`src/rtl/wdog_pkg.sv`:
```
package wdog_pkg;
  localparam int CTRL_W     = 16;
  localparam int PRE_W      = 8;
  localparam int DIV_W      = 2;
  localparam int OFS_CTRL   = 'h0;
  localparam int OFS_RELOAD = 'h4;
  localparam int OFS_COUNT  = 'h8;

  typedef struct packed {
    logic [PRE_W-1:0] pre;
    logic [DIV_W-1:0] div_sel;
    logic             run;
    logic             irq_en;
    logic             rst_en;
  } ctrl_t;

  localparam ctrl_t CTRL_RESET = '{pre: '0, div_sel: '0, run: 1'b0,
                                   irq_en: 1'b0, rst_en: 1'b1};

  // Bit positions are software-visible and therefore fixed.
  function automatic ctrl_t ctrl_unpack(input logic [CTRL_W-1:0] w);
    ctrl_t c;
    c.rst_en  = w[0];
    c.irq_en  = w[2];
    c.div_sel = w[4:3];
    c.run     = w[5];
    c.pre     = w[15:8];
    return c;
  endfunction

  function automatic logic [CTRL_W-1:0] ctrl_pack(input ctrl_t c);
    logic [CTRL_W-1:0] w;
    w       = '0;
    w[0]    = c.rst_en;
    w[2]    = c.irq_en;
    w[4:3]  = c.div_sel;
    w[5]    = c.run;
    w[15:8] = c.pre;
    return w;
  endfunction
endpackage

```
`src/rtl/wdog_prescale.sv`:
```
module wdog_prescale #(
  parameter int PRE_W     = 8,
  parameter int DIV_W     = 2,
  parameter int BASE_LOG2 = 4
) (
  input  logic             clk,
  input  logic             rst,
  input  logic             run,
  input  logic [PRE_W-1:0] pre,
  input  logic [DIV_W-1:0] div_sel,
  output logic             tick
);
  localparam int NSEL    = 1 << DIV_W;
  localparam int STAGE_W = BASE_LOG2 + NSEL - 1;

  logic [PRE_W-1:0]   lin_q;
  logic [STAGE_W-1:0] pow_q;
  logic [STAGE_W-1:0] limit_tab [NSEL];
  logic [STAGE_W-1:0] limit;
  logic               lin_hit;

  for (genvar g = 0; g < NSEL; g++) begin : g_limit
    assign limit_tab[g] = STAGE_W'((1 << (BASE_LOG2 + g)) - 1);
  end

  assign limit   = limit_tab[div_sel];
  assign lin_hit = (lin_q >= pre);
  assign tick    = run && lin_hit && (pow_q >= limit);

  always_ff @(posedge clk) begin
    if (rst || !run) begin
      lin_q <= '0;
      pow_q <= '0;
    end else if (lin_hit) begin
      lin_q <= '0;
      pow_q <= (pow_q >= limit) ? '0 : pow_q + 1'b1;
    end else begin
      lin_q <= lin_q + 1'b1;
    end
  end

  // both stages are clear on the first enabled cycle
  p_clear_on_start_r9: assert property (@(posedge clk) disable iff (rst)
    $rose(run) |-> (lin_q == '0 && pow_q == '0));
endmodule

```
`src/rtl/wdog_count.sv`:
```
module wdog_count #(
  parameter int CNT_W    = 16,
  parameter int CNT_INIT = 'h8000
) (
  input  logic             clk,
  input  logic             rst,
  input  logic             tick,
  input  logic             load_en,
  input  logic [CNT_W-1:0] load_val,
  input  logic [CNT_W-1:0] reload,
  output logic [CNT_W-1:0] cnt,
  output logic             expire
);
  logic [CNT_W-1:0] cnt_q;

  assign cnt    = cnt_q;
  assign expire = tick && !load_en && (cnt_q == '0);

  always_ff @(posedge clk) begin
    if (rst)                cnt_q <= CNT_W'(CNT_INIT);
    else if (load_en)       cnt_q <= load_val;
    else if (tick) begin
      if (cnt_q == '0)      cnt_q <= reload;
      else                  cnt_q <= cnt_q - 1'b1;
    end
  end

  p_step_down_r3: assert property (@(posedge clk) disable iff (rst)
    (tick && !load_en && cnt_q != '0) |=> (cnt_q == $past(cnt_q) - 1'b1));

  p_reload_on_expiry_r4: assert property (@(posedge clk) disable iff (rst)
    expire |=> (cnt_q == $past(reload)));

  p_hold_without_tick_r8: assert property (@(posedge clk) disable iff (rst)
    (!tick && !load_en) |=> $stable(cnt_q));
endmodule

```
`src/rtl/wdog_stretch.sv`:
```
module wdog_stretch #(
  parameter int LEN = 8
) (
  input  logic clk,
  input  logic rst,
  input  logic fire,
  output logic pulse
);
  localparam int LEN_W = $clog2(LEN + 1);

  logic [LEN_W-1:0] left_q;
  logic             pulse_q;

  assign pulse = pulse_q;

  always_ff @(posedge clk) begin
    if (rst) begin
      left_q  <= '0;
      pulse_q <= 1'b0;
    end else if (fire) begin
      left_q  <= LEN_W'(LEN);
      pulse_q <= 1'b1;
    end else begin
      pulse_q <= (left_q > LEN_W'(1));
      if (left_q != '0) left_q <= left_q - 1'b1;
    end
  end

  p_pulse_starts_r6: assert property (@(posedge clk) disable iff (rst)
    fire |=> pulse_q);

  p_pulse_ends_quietly_r6: assert property (@(posedge clk) disable iff (rst)
    $fell(pulse_q) |-> !$past(fire));
endmodule

```
`src/rtl/wdog_timer.sv`:
```
module wdog_timer
  import wdog_pkg::*;
#(
  parameter int ADDR_W     = 4,
  parameter int DATA_W     = 32,
  parameter int CNT_W      = 16,
  parameter int BASE_LOG2  = 4,
  parameter int RST_CYCLES = 8,
  parameter int CNT_INIT   = 'h8000
) (
  input  logic              clk,
  input  logic              rst,
  input  logic              bus_sel,
  input  logic              bus_we,
  input  logic [ADDR_W-1:0] bus_addr,
  input  logic [DATA_W-1:0] bus_wdata,
  output logic [DATA_W-1:0] bus_rdata,
  output logic              expire_irq,
  output logic              sys_reset_req
);
  ctrl_t             ctrl_q;
  logic [CNT_W-1:0]  reload_q;
  logic [CNT_W-1:0]  cnt;
  logic [DATA_W-1:0] rdata_q;
  logic [DATA_W-1:0] rd_mux;
  logic              irq_q;
  logic              tick, expire;
  logic              hit_ctrl, hit_reload, hit_count;
  logic              wr_ctrl, wr_reload, wr_count, rd_any;
  logic              unused_wdata_hi;

  assign unused_wdata_hi = ^bus_wdata[DATA_W-1:CNT_W];

  assign hit_ctrl   = (bus_addr == ADDR_W'(OFS_CTRL));
  assign hit_reload = (bus_addr == ADDR_W'(OFS_RELOAD));
  assign hit_count  = (bus_addr == ADDR_W'(OFS_COUNT));
  assign wr_ctrl    = bus_sel && bus_we && hit_ctrl;
  assign wr_reload  = bus_sel && bus_we && hit_reload;
  assign wr_count   = bus_sel && bus_we && hit_count;
  assign rd_any     = bus_sel && !bus_we;

  wdog_prescale #(.PRE_W(PRE_W), .DIV_W(DIV_W), .BASE_LOG2(BASE_LOG2)) u_pre (
    .clk(clk), .rst(rst), .run(ctrl_q.run), .pre(ctrl_q.pre),
    .div_sel(ctrl_q.div_sel), .tick(tick));

  wdog_count #(.CNT_W(CNT_W), .CNT_INIT(CNT_INIT)) u_cnt (
    .clk(clk), .rst(rst), .tick(tick), .load_en(wr_count),
    .load_val(bus_wdata[CNT_W-1:0]), .reload(reload_q),
    .cnt(cnt), .expire(expire));

  wdog_stretch #(.LEN(RST_CYCLES)) u_rst (
    .clk(clk), .rst(rst), .fire(expire && ctrl_q.rst_en),
    .pulse(sys_reset_req));

  always_comb begin
    rd_mux = '0;
    if (hit_ctrl)        rd_mux = DATA_W'(ctrl_pack(ctrl_q));
    else if (hit_reload) rd_mux = DATA_W'(reload_q);
    else if (hit_count)  rd_mux = DATA_W'(cnt);
  end

  always_ff @(posedge clk) begin
    if (rst) begin
      ctrl_q   <= CTRL_RESET;
      reload_q <= CNT_W'(CNT_INIT);
      rdata_q  <= '0;
      irq_q    <= 1'b0;
    end else begin
      if (wr_ctrl)   ctrl_q   <= ctrl_unpack(bus_wdata[CTRL_W-1:0]);
      if (wr_reload) reload_q <= bus_wdata[CNT_W-1:0];
      if (rd_any)    rdata_q  <= rd_mux;
      irq_q <= expire && ctrl_q.irq_en;
    end
  end

  assign bus_rdata  = rdata_q;
  assign expire_irq = irq_q;

  p_keepalive_load_r7: assert property (@(posedge clk) disable iff (rst)
    wr_count |=> (cnt == $past(bus_wdata[CNT_W-1:0])));

  p_irq_single_r5: assert property (@(posedge clk) disable iff (rst)
    expire_irq |=> !expire_irq);

  p_irq_enabled_r5: assert property (@(posedge clk) disable iff (rst)
    expire_irq |-> $past(ctrl_q.irq_en));

  p_reset_enabled_r6: assert property (@(posedge clk) disable iff (rst)
    $rose(sys_reset_req) |-> $past(ctrl_q.rst_en));
endmodule

```
`config.mk`:
```
export PLATFORM = sky130hd
export DESIGN_NAME = wdog_timer
export DESIGN_NICKNAME = d
export VERILOG_FILES = /design/src/rtl/wdog_pkg.sv /design/src/rtl/wdog_prescale.sv /design/src/rtl/wdog_count.sv /design/src/rtl/wdog_stretch.sv /design/src/rtl/wdog_timer.sv
export SDC_FILE = /design/constraint.sdc
export NUM_CORES = 1
export LEC_CHECK = 0
export BUFFER_PORTS_ARGS = -buffer_cell sky130_fd_sc_hd__buf_2
export CAP_MARGIN = 25
export CELL_PAD_IN_SITES_DETAIL_PLACEMENT = 0
export CELL_PAD_IN_SITES_GLOBAL_PLACEMENT = 1
export CORE_ASPECT_RATIO = 0.8
export CORE_MARGIN = 1
export CORE_UTILIZATION = 31
export DETAILED_ROUTE_END_ITERATION = 8
export HOLD_SLACK_MARGIN = 0.12
export PLACE_DENSITY_LB_ADDON = 0.1
export SLEW_MARGIN = 20
export SYNTH_ARGS = -nofsm -noshare
export SYNTH_HDL_FRONTEND = slang
export SYNTH_SLANG_ARGS = --single-unit
```
`constraint.sdc`:
```
create_clock -name clk -period 2 [get_ports clk]
set_input_delay 0.3 -clock clk [delete_from_list [all_inputs] [get_ports clk]]
set_output_delay 0.3 -clock clk [all_outputs]
set_load 0.005 [all_outputs]
```
==> out/metrics.csv, run 1 <==
stage;metric;value;unit
synth;async_flop_share;0;
routing;drc;0;
sta;report.final.hold_viol_count;0;
layout;syn_to_final_growth;32.1;%
synth;synthTopCellsByArea;dfxtp_1 (37%), nand2_1 (7.4%), a21oi_1 (6.2%);
power_and_ir_drop;leakagePower;2.34;nW
cts;ctsHtreeMaxLevel;3;
layout;design_area;5860;um2
layout;fin_nets;725;
die;fp.dieW;136;um
cts;ctsHoldBuffers;0;
power_and_ir_drop;irDropWorstVdd;0.494;mV
sta;layout_setup_ws;-0.0243;ns
grt;first_global_vias;4228;
setup_path;cp_slowest_stage_delay;0.69;ns
run_status;status;finished, violations left;
grt;antenna_found_initial;0;
synth;avgSynthCellArea;7.88;um2
sta;worst_pin_slew;0.623;ns
routing;routed_wl;14500;um
grt;grt_max_degree;30;
place;gp_congestion;0.799;
die;die_y;109;um
setup_path;worstSetupPathType;reg -> reg;
die;ios;74;
die;row_count;38;
sta;relSlewSlack;0.582;
synth;synth_seq_cells;82;
sta;clock.fmax;494;MHz
routing;wl_per_cell;17.0;um
setup_path;worstPathCellList;inv_2, ha_4, nand2_2, o21ai_2, a41oi_4, or4_4, o221ai_2;
layout;drive_gt1_frac;0.290;
synth;synth_top_area_cell;dfxtp_1;
cts;cts_tree;built;
place;dp_hpwl;10200;um
cts;clockBufferDepth;2;
layout;final_cells;852;
run_status;violations;negative setup slack;
setup_path;required;2.27;ns
layout;utilization;0.426;
die;start_util;0.323;
routing;ant_nets;0;
synth;synthCells;563;
power_and_ir_drop;total_power;4.28;mW
synth;synthDistinctLibCells;58;
cts;clkTransAtPathRegs;0.07;ns
synth;synth_top_area_frac;0.370;
cts;clkLatencyLatePin;0.35;ns
sta;fin_crit_sh;1.01;
layout;diodes;0;
place;pre_cts_slack;-0.184;ns
setup_path;crit_slowest_cell;or4_4;
routing;first_pass_iters;8;
routing;vias;4380;
die;fp.coreArea;13700;um2
sta;finalClockSkew;0.00701;ns
setup_path;critPathCaptureType;flip-flop;
power_and_ir_drop;p_per_area;731;nW/um2
die;dieArea;14800;um2
synth;synth_area;4430;um2
place;dp.cells;825;
routing;dr.first_iter.drc_count;287;
synth;synth_edf_count;0;
cts;cts-root-buf;clkbuf_16;
place;port_buffers;41;
grt;gr-total-overflow;0;
cts;cts.sinks;82;
place;dpl_cell_area;5220;um2
synth;ys.flop_type;dfxtp_1;
grt;grt_first_pass_wirelength;23000;um
sta;setup_viol;10;
sta;rsz0062_at_grt;true;
setup_path;worstPathMaxFanout;8;
synth;ys_warn_count;0;
setup_path;critical_path_arrival;2.29;ns
routing;viasPerCell;5.14;
setup_path;start_kind;flip-flop;
cts;cts_inserted_buffers;9;
run;max_cap_violations;0;
hold_path;hold_class;in -> reg;
sta;min_period;2.02;ns
sta;slew_violations;0;
synth;ys_seq_area_frac;0.370;
grt;grt_usage;0.209;
[metrics by stage]
stage	TNS [ns]	hold slack [ns]
after floorplan	0	0.416
after CTS	-0.354	0.172
after detailed placement	-3.16	0.452
after global placement	-2.17	0.440
after global routing	-1.79	0.190
final	-0.148	0.178
[final timing paths]
| path | cells past startpoint | slack, ns | start | to |
|---|---|---|---|---|
| worst max register to register | 7 | -0.02 | ctrl_q[7] | u_cnt.cnt[2] |
| worst min-delay path | 3 | 0.18 | bus_wdata[7] | u_cnt.cnt[7] |
| worst max-delay path | 7 | -0.02 | ctrl_q[7] | u_cnt.cnt[2] |
| worst min register to register | 2 | 0.46 | ctrl_q[1] | expire_irq |
[timing repair]
item,in CTS,in global routing
setup endpoints to repair,25,29
setup buffers,4,5
resized for setup,38,16
gates cloned,2,0
pin swaps,16,8
[routing by layer]
metal	vias up	part of all wire	track usage
met5	-	0	0
met4	0	0.017	0.0690
met3	19	0.049	0.0442
met2	101	0.44	0.323
met1	2108	0.49	0.287
li1	2152	-	-
[sequential cells by signal, indices dropped and copies added, names as in the netlist]
name	flops
u_cnt.cnt	16
u_rst.pulse	1
bus_rdata	16
u_pre.lin_q	8
reload_q	16
u_rst.left_q	4
expire_irq	1
u_pre.pow_q	7
ctrl_q	13
[cells in the final DEF, fill, tap and decap left out, types with 4 or more instances in the layout]
cell	n
buf_2	41
ha_1	13
o21ai_0	13
and3_1	5
nor2_1	55
o221ai_1	4
nand2b_1	16
dfxtp_1	73
a22oi_1	21
a21oi_1	52
xnor2_1	12
clkbuf_16	9
buf_4	74
conb_1	16
nand3b_1	4
nand3_1	13
mux2i_1	5
nand2_1	86
buf_6	4
nor3_1	19
dfxtp_2	8
o221ai_2	11
inv_1	27
a21oi_2	4
nand4_1	9
or3_1	4
xor2_1	4
ha_4	5
[logic make-up after synthesis]
kind of cell               after synthesis  share of synthesized area
muxes                                    5                     0.0113
buffers and inverters                   75                     0.0830
other                                    1                   0.000846
DFF                                     82                      0.370
xor gates and xnor gates                16                     0.0316
AOI/OAI and AO/OA                      130                      0.191
adders and majority gates               18                     0.0508
and+or+nand+nor                        236                      0.262
[Yosys cell counts (all sizes together) (4+ instances only)]
master,count
or4,5
xnor2,12
dfxtp,82
ha,18
nor2,56
nand4,9
o21ai,17
a21oi,56
clkbuf,17
nand2,88
nand3b,4
nand2b,16
or3,6
nand3,13
a22oi,21
buf,28
o221ai,15
nor4,4
inv,30
mux2i,5
a211oi,4
nor3,20
and3,5
xor2,4
[power by group]
| group | leakage (nW) | internal [mW] | switching (mW) |
|---|---|---|---|
| Sequential | 0.668 | 1.71 | 0.0696 |
| Combinational | 1.52 | 0.372 | 0.431 |
| Clock | 0.149 | 0.998 | 0.707 |
[critical path: cells and delay by family, from the launching register on]
kind	cells	cell delay, ns
adders and majority gates	1	0.27
DFF	1	0.33
and+or+nand+nor	2	0.74
buffers and inverters	1	0.04
AOI/OAI and AO/OA	3	0.56
[layout make-up]
cell class              count  area, um2
clock inverters             5       53.8
fillers                  1417       7880
clock buffers              11        243
repair buffers            121        846
multi-input cells         423       2720
flip-flops and latches     82       1660
well taps                 180        225
inverters                  30        113
Note: power is estimated with default switching activity, not from simulation.
==> inputs of run 2 (changes only) <==
REMOVE_ABC_BUFFERS = 1   (was unset)
==> run 2 against run 1 <==
  * The flow now finishes without violations
  * Critical path depth stayed put
  * Clock power hardly changed
  * Sequential share of layout area hardly changed
  * Cell count shrank 1.3%
  * Sequential cell count did not move
  * Wire length decreased by 3.4%
  * Setup slack better by 0.026 ns
  * Maximum frequency rose by 1.3%
  * Non-clock buffer count down 10
  * Final area is 0.23% lower
  * Core utilization down 0.10 points
==> out/metrics.csv, run 2 (synthesized netlist as in run 1, its figures left out) <==
stage;metric;value;unit;change
cts;cts-root-buf;clkbuf_16;;
setup_path;worstSetupPathType;reg -> reg;;
grt;grt_first_pass_wirelength;22500;um;-2.4%
die;row_count;38;;unchanged
power_and_ir_drop;leakagePower;2.30;nW;-1.9%
sta;layout_setup_ws;0.00146;ns;+0.0257 ns
grt;first_global_vias;4177;;-1.2%
cts;clkTransAtPathRegs;0.06;ns;about the same
cts;cts_tree;built;;
place;dpl_cell_area;5180;um2;-0.86%
sta;slew_violations;0;;unchanged
cts;cts.sinks;82;;unchanged
layout;final_common_cell;nand2_1;;
grt;gr-total-overflow;0;;unchanged
sta;setup_viol;0;;-10
run_status;status;completed;;
setup_path;critical_path_arrival;2.27;ns;-0.02 ns
layout;drive_gt1_frac;0.287;;-0.00274
sta;fin_tns_setup;0;ns;+0.148 ns
place;port_buffers;41;;unchanged
routing;viasPerCell;5.10;;-0.89%
routing;ant_nets;0;;unchanged
layout;diodes;0;;unchanged
grt;grt_max_degree;39;;+30%
die;fp.coreArea;13700;um2;unchanged
routing;vias;4285;;-2.2%
sta;fin_crit_sh;0.999;;-0.0129
sta;clock.fmax;500;MHz;+1.3%
cts;ctsHtreeMaxLevel;3;;unchanged
grt;antenna_found_initial;0;;unchanged
setup_path;crit_slowest_cell;or4_4;;
sta;finalClockSkew;0.00632;ns;-0.000690 ns
routing;first_pass_iters;4;;-4
layout;fillers;1400;;-1.2%
cts;clkLatencyLatePin;0.35;ns;about the same
hold_path;hold_class;in -> reg;;
power_and_ir_drop;irDropWorstVdd;0.454;mV;-8.1%
cts;ctsHoldBuffers;0;;unchanged
place;dp_hpwl;9630;um;-5.6%
layout;syn_to_final_growth;31.8;%;
place;pre_cts_slack;-0.408;ns;-0.225 ns
layout;fin_nets;714;;-1.5%
die;ios;74;;unchanged
routing;dr.first_iter.drc_count;204;;-29%
die;fp.dieW;136;um;unchanged
layout;utilization;0.425;;-0.00100
routing;drc;0;;unchanged
sta;relSlewSlack;0.641;;+0.0595
run;max_cap_violations;0;;unchanged
cts;cts_inserted_buffers;9;;unchanged
die;die_y;109;um;unchanged
grt;grt_usage;0.204;;-0.00443
setup_path;required;2.27;ns;about the same
power_and_ir_drop;total_power;4.33;mW;+1.0%
sta;worst_pin_slew;0.537;ns;-0.0862 ns
sta;min_period;2.00;ns;-0.0257 ns
routing;wl_per_cell;16.6;um;-2.1%
setup_path;worstPathCellList;inv_2, ha_4, nor2b_2, o21ai_2, a41oi_4, or4_4, o221ai_2;;
setup_path;critPathCaptureType;flip-flop;;
sta;report.final.hold_viol_count;0;;unchanged
die;start_util;0.323;;unchanged
routing;routed_wl;14000;um;-3.4%
die;dieArea;14800;um2;unchanged
power_and_ir_drop;p_per_area;740;nW/um2;+1.3%
layout;final_cell_mix;nand2_1 (86), dfxtp_1 (74), buf_4 (65);;
place;dp.cells;819;;-0.73%
setup_path;start_kind;flip-flop;;
setup_path;cp_slowest_stage_delay;0.70;ns;about the same
setup_path;worstPathMaxFanout;8;;unchanged
sta;hold_slack;0.177;ns;-0.000350 ns
layout;design_area;5850;um2;-0.23%
sta;rsz0062_at_grt;true;;
layout;final_cells;841;;-1.3%
cts;clockBufferDepth;2;;unchanged
place;gp_congestion;0.810;;+1.3%
## run 2: routing by layer
metal	vias up	routed length, um	share of wire	track usage
met5	-	0	0	0
li1	2126	-	-	-
met1	2035	7030	0.50	0.280
met3	18	713	0.051	0.0530
met4	0	166	0.012	0.0538
met2	106	6070	0.43	0.316
## run 2: power breakdown
group | switching [mW] | internal [mW] | leakage (nW)
combinational | 0.448 | 0.386 | 1.48
clock | 0.679 | 1.04 | 0.147
sequential | 0.0708 | 1.71 | 0.667
total | 1.20 | 3.13 | 2.30
## run 2: cell type report
class / count / area [um2] / area share
multi-input cells: 422 / 2780 / 0.476
flip-flops and latches: 82 / 1650 / 0.283
clock buffers: 14 / 264 / 0.0452
well taps: 180 / 225 / 0.0385
clock inverters: 2 / 35.0 / 0.00599
inverters: 30 / 113 / 0.0193
repair buffers: 111 / 776 / 0.133
## run 2: worst paths after layout
kind | startpoint | to | slack, ns | cells after the start
worst min register to register | ctrl_q[1] | expire_irq | 0.48 | 2
worst max register to register | u_pre.lin_q[0] | u_cnt.cnt[11] | 0.001 | 7
worst min-delay path | bus_wdata[7] | u_cnt.cnt[7] | 0.18 | 3
worst max-delay path | u_pre.lin_q[0] | u_cnt.cnt[11] | 0.001 | 7
## run 2: critical path, delay by kind of cell (launching register included)
family,cells,cell delay [ns]
AND/OR/NAND/NOR,2,0.74
AO/OA/AOI/OAI,3,0.57
flip-flops,1,0.33
adder cells (fa/ha/maj),1,0.25
buffers and inverters,1,0.04
## run 2: what timing repair did
action	CTS	global route
resized for setup	39	24
pin swaps	12	6
cloned	1	0
setup endpoints to repair	35	33
setup buffers	4	2
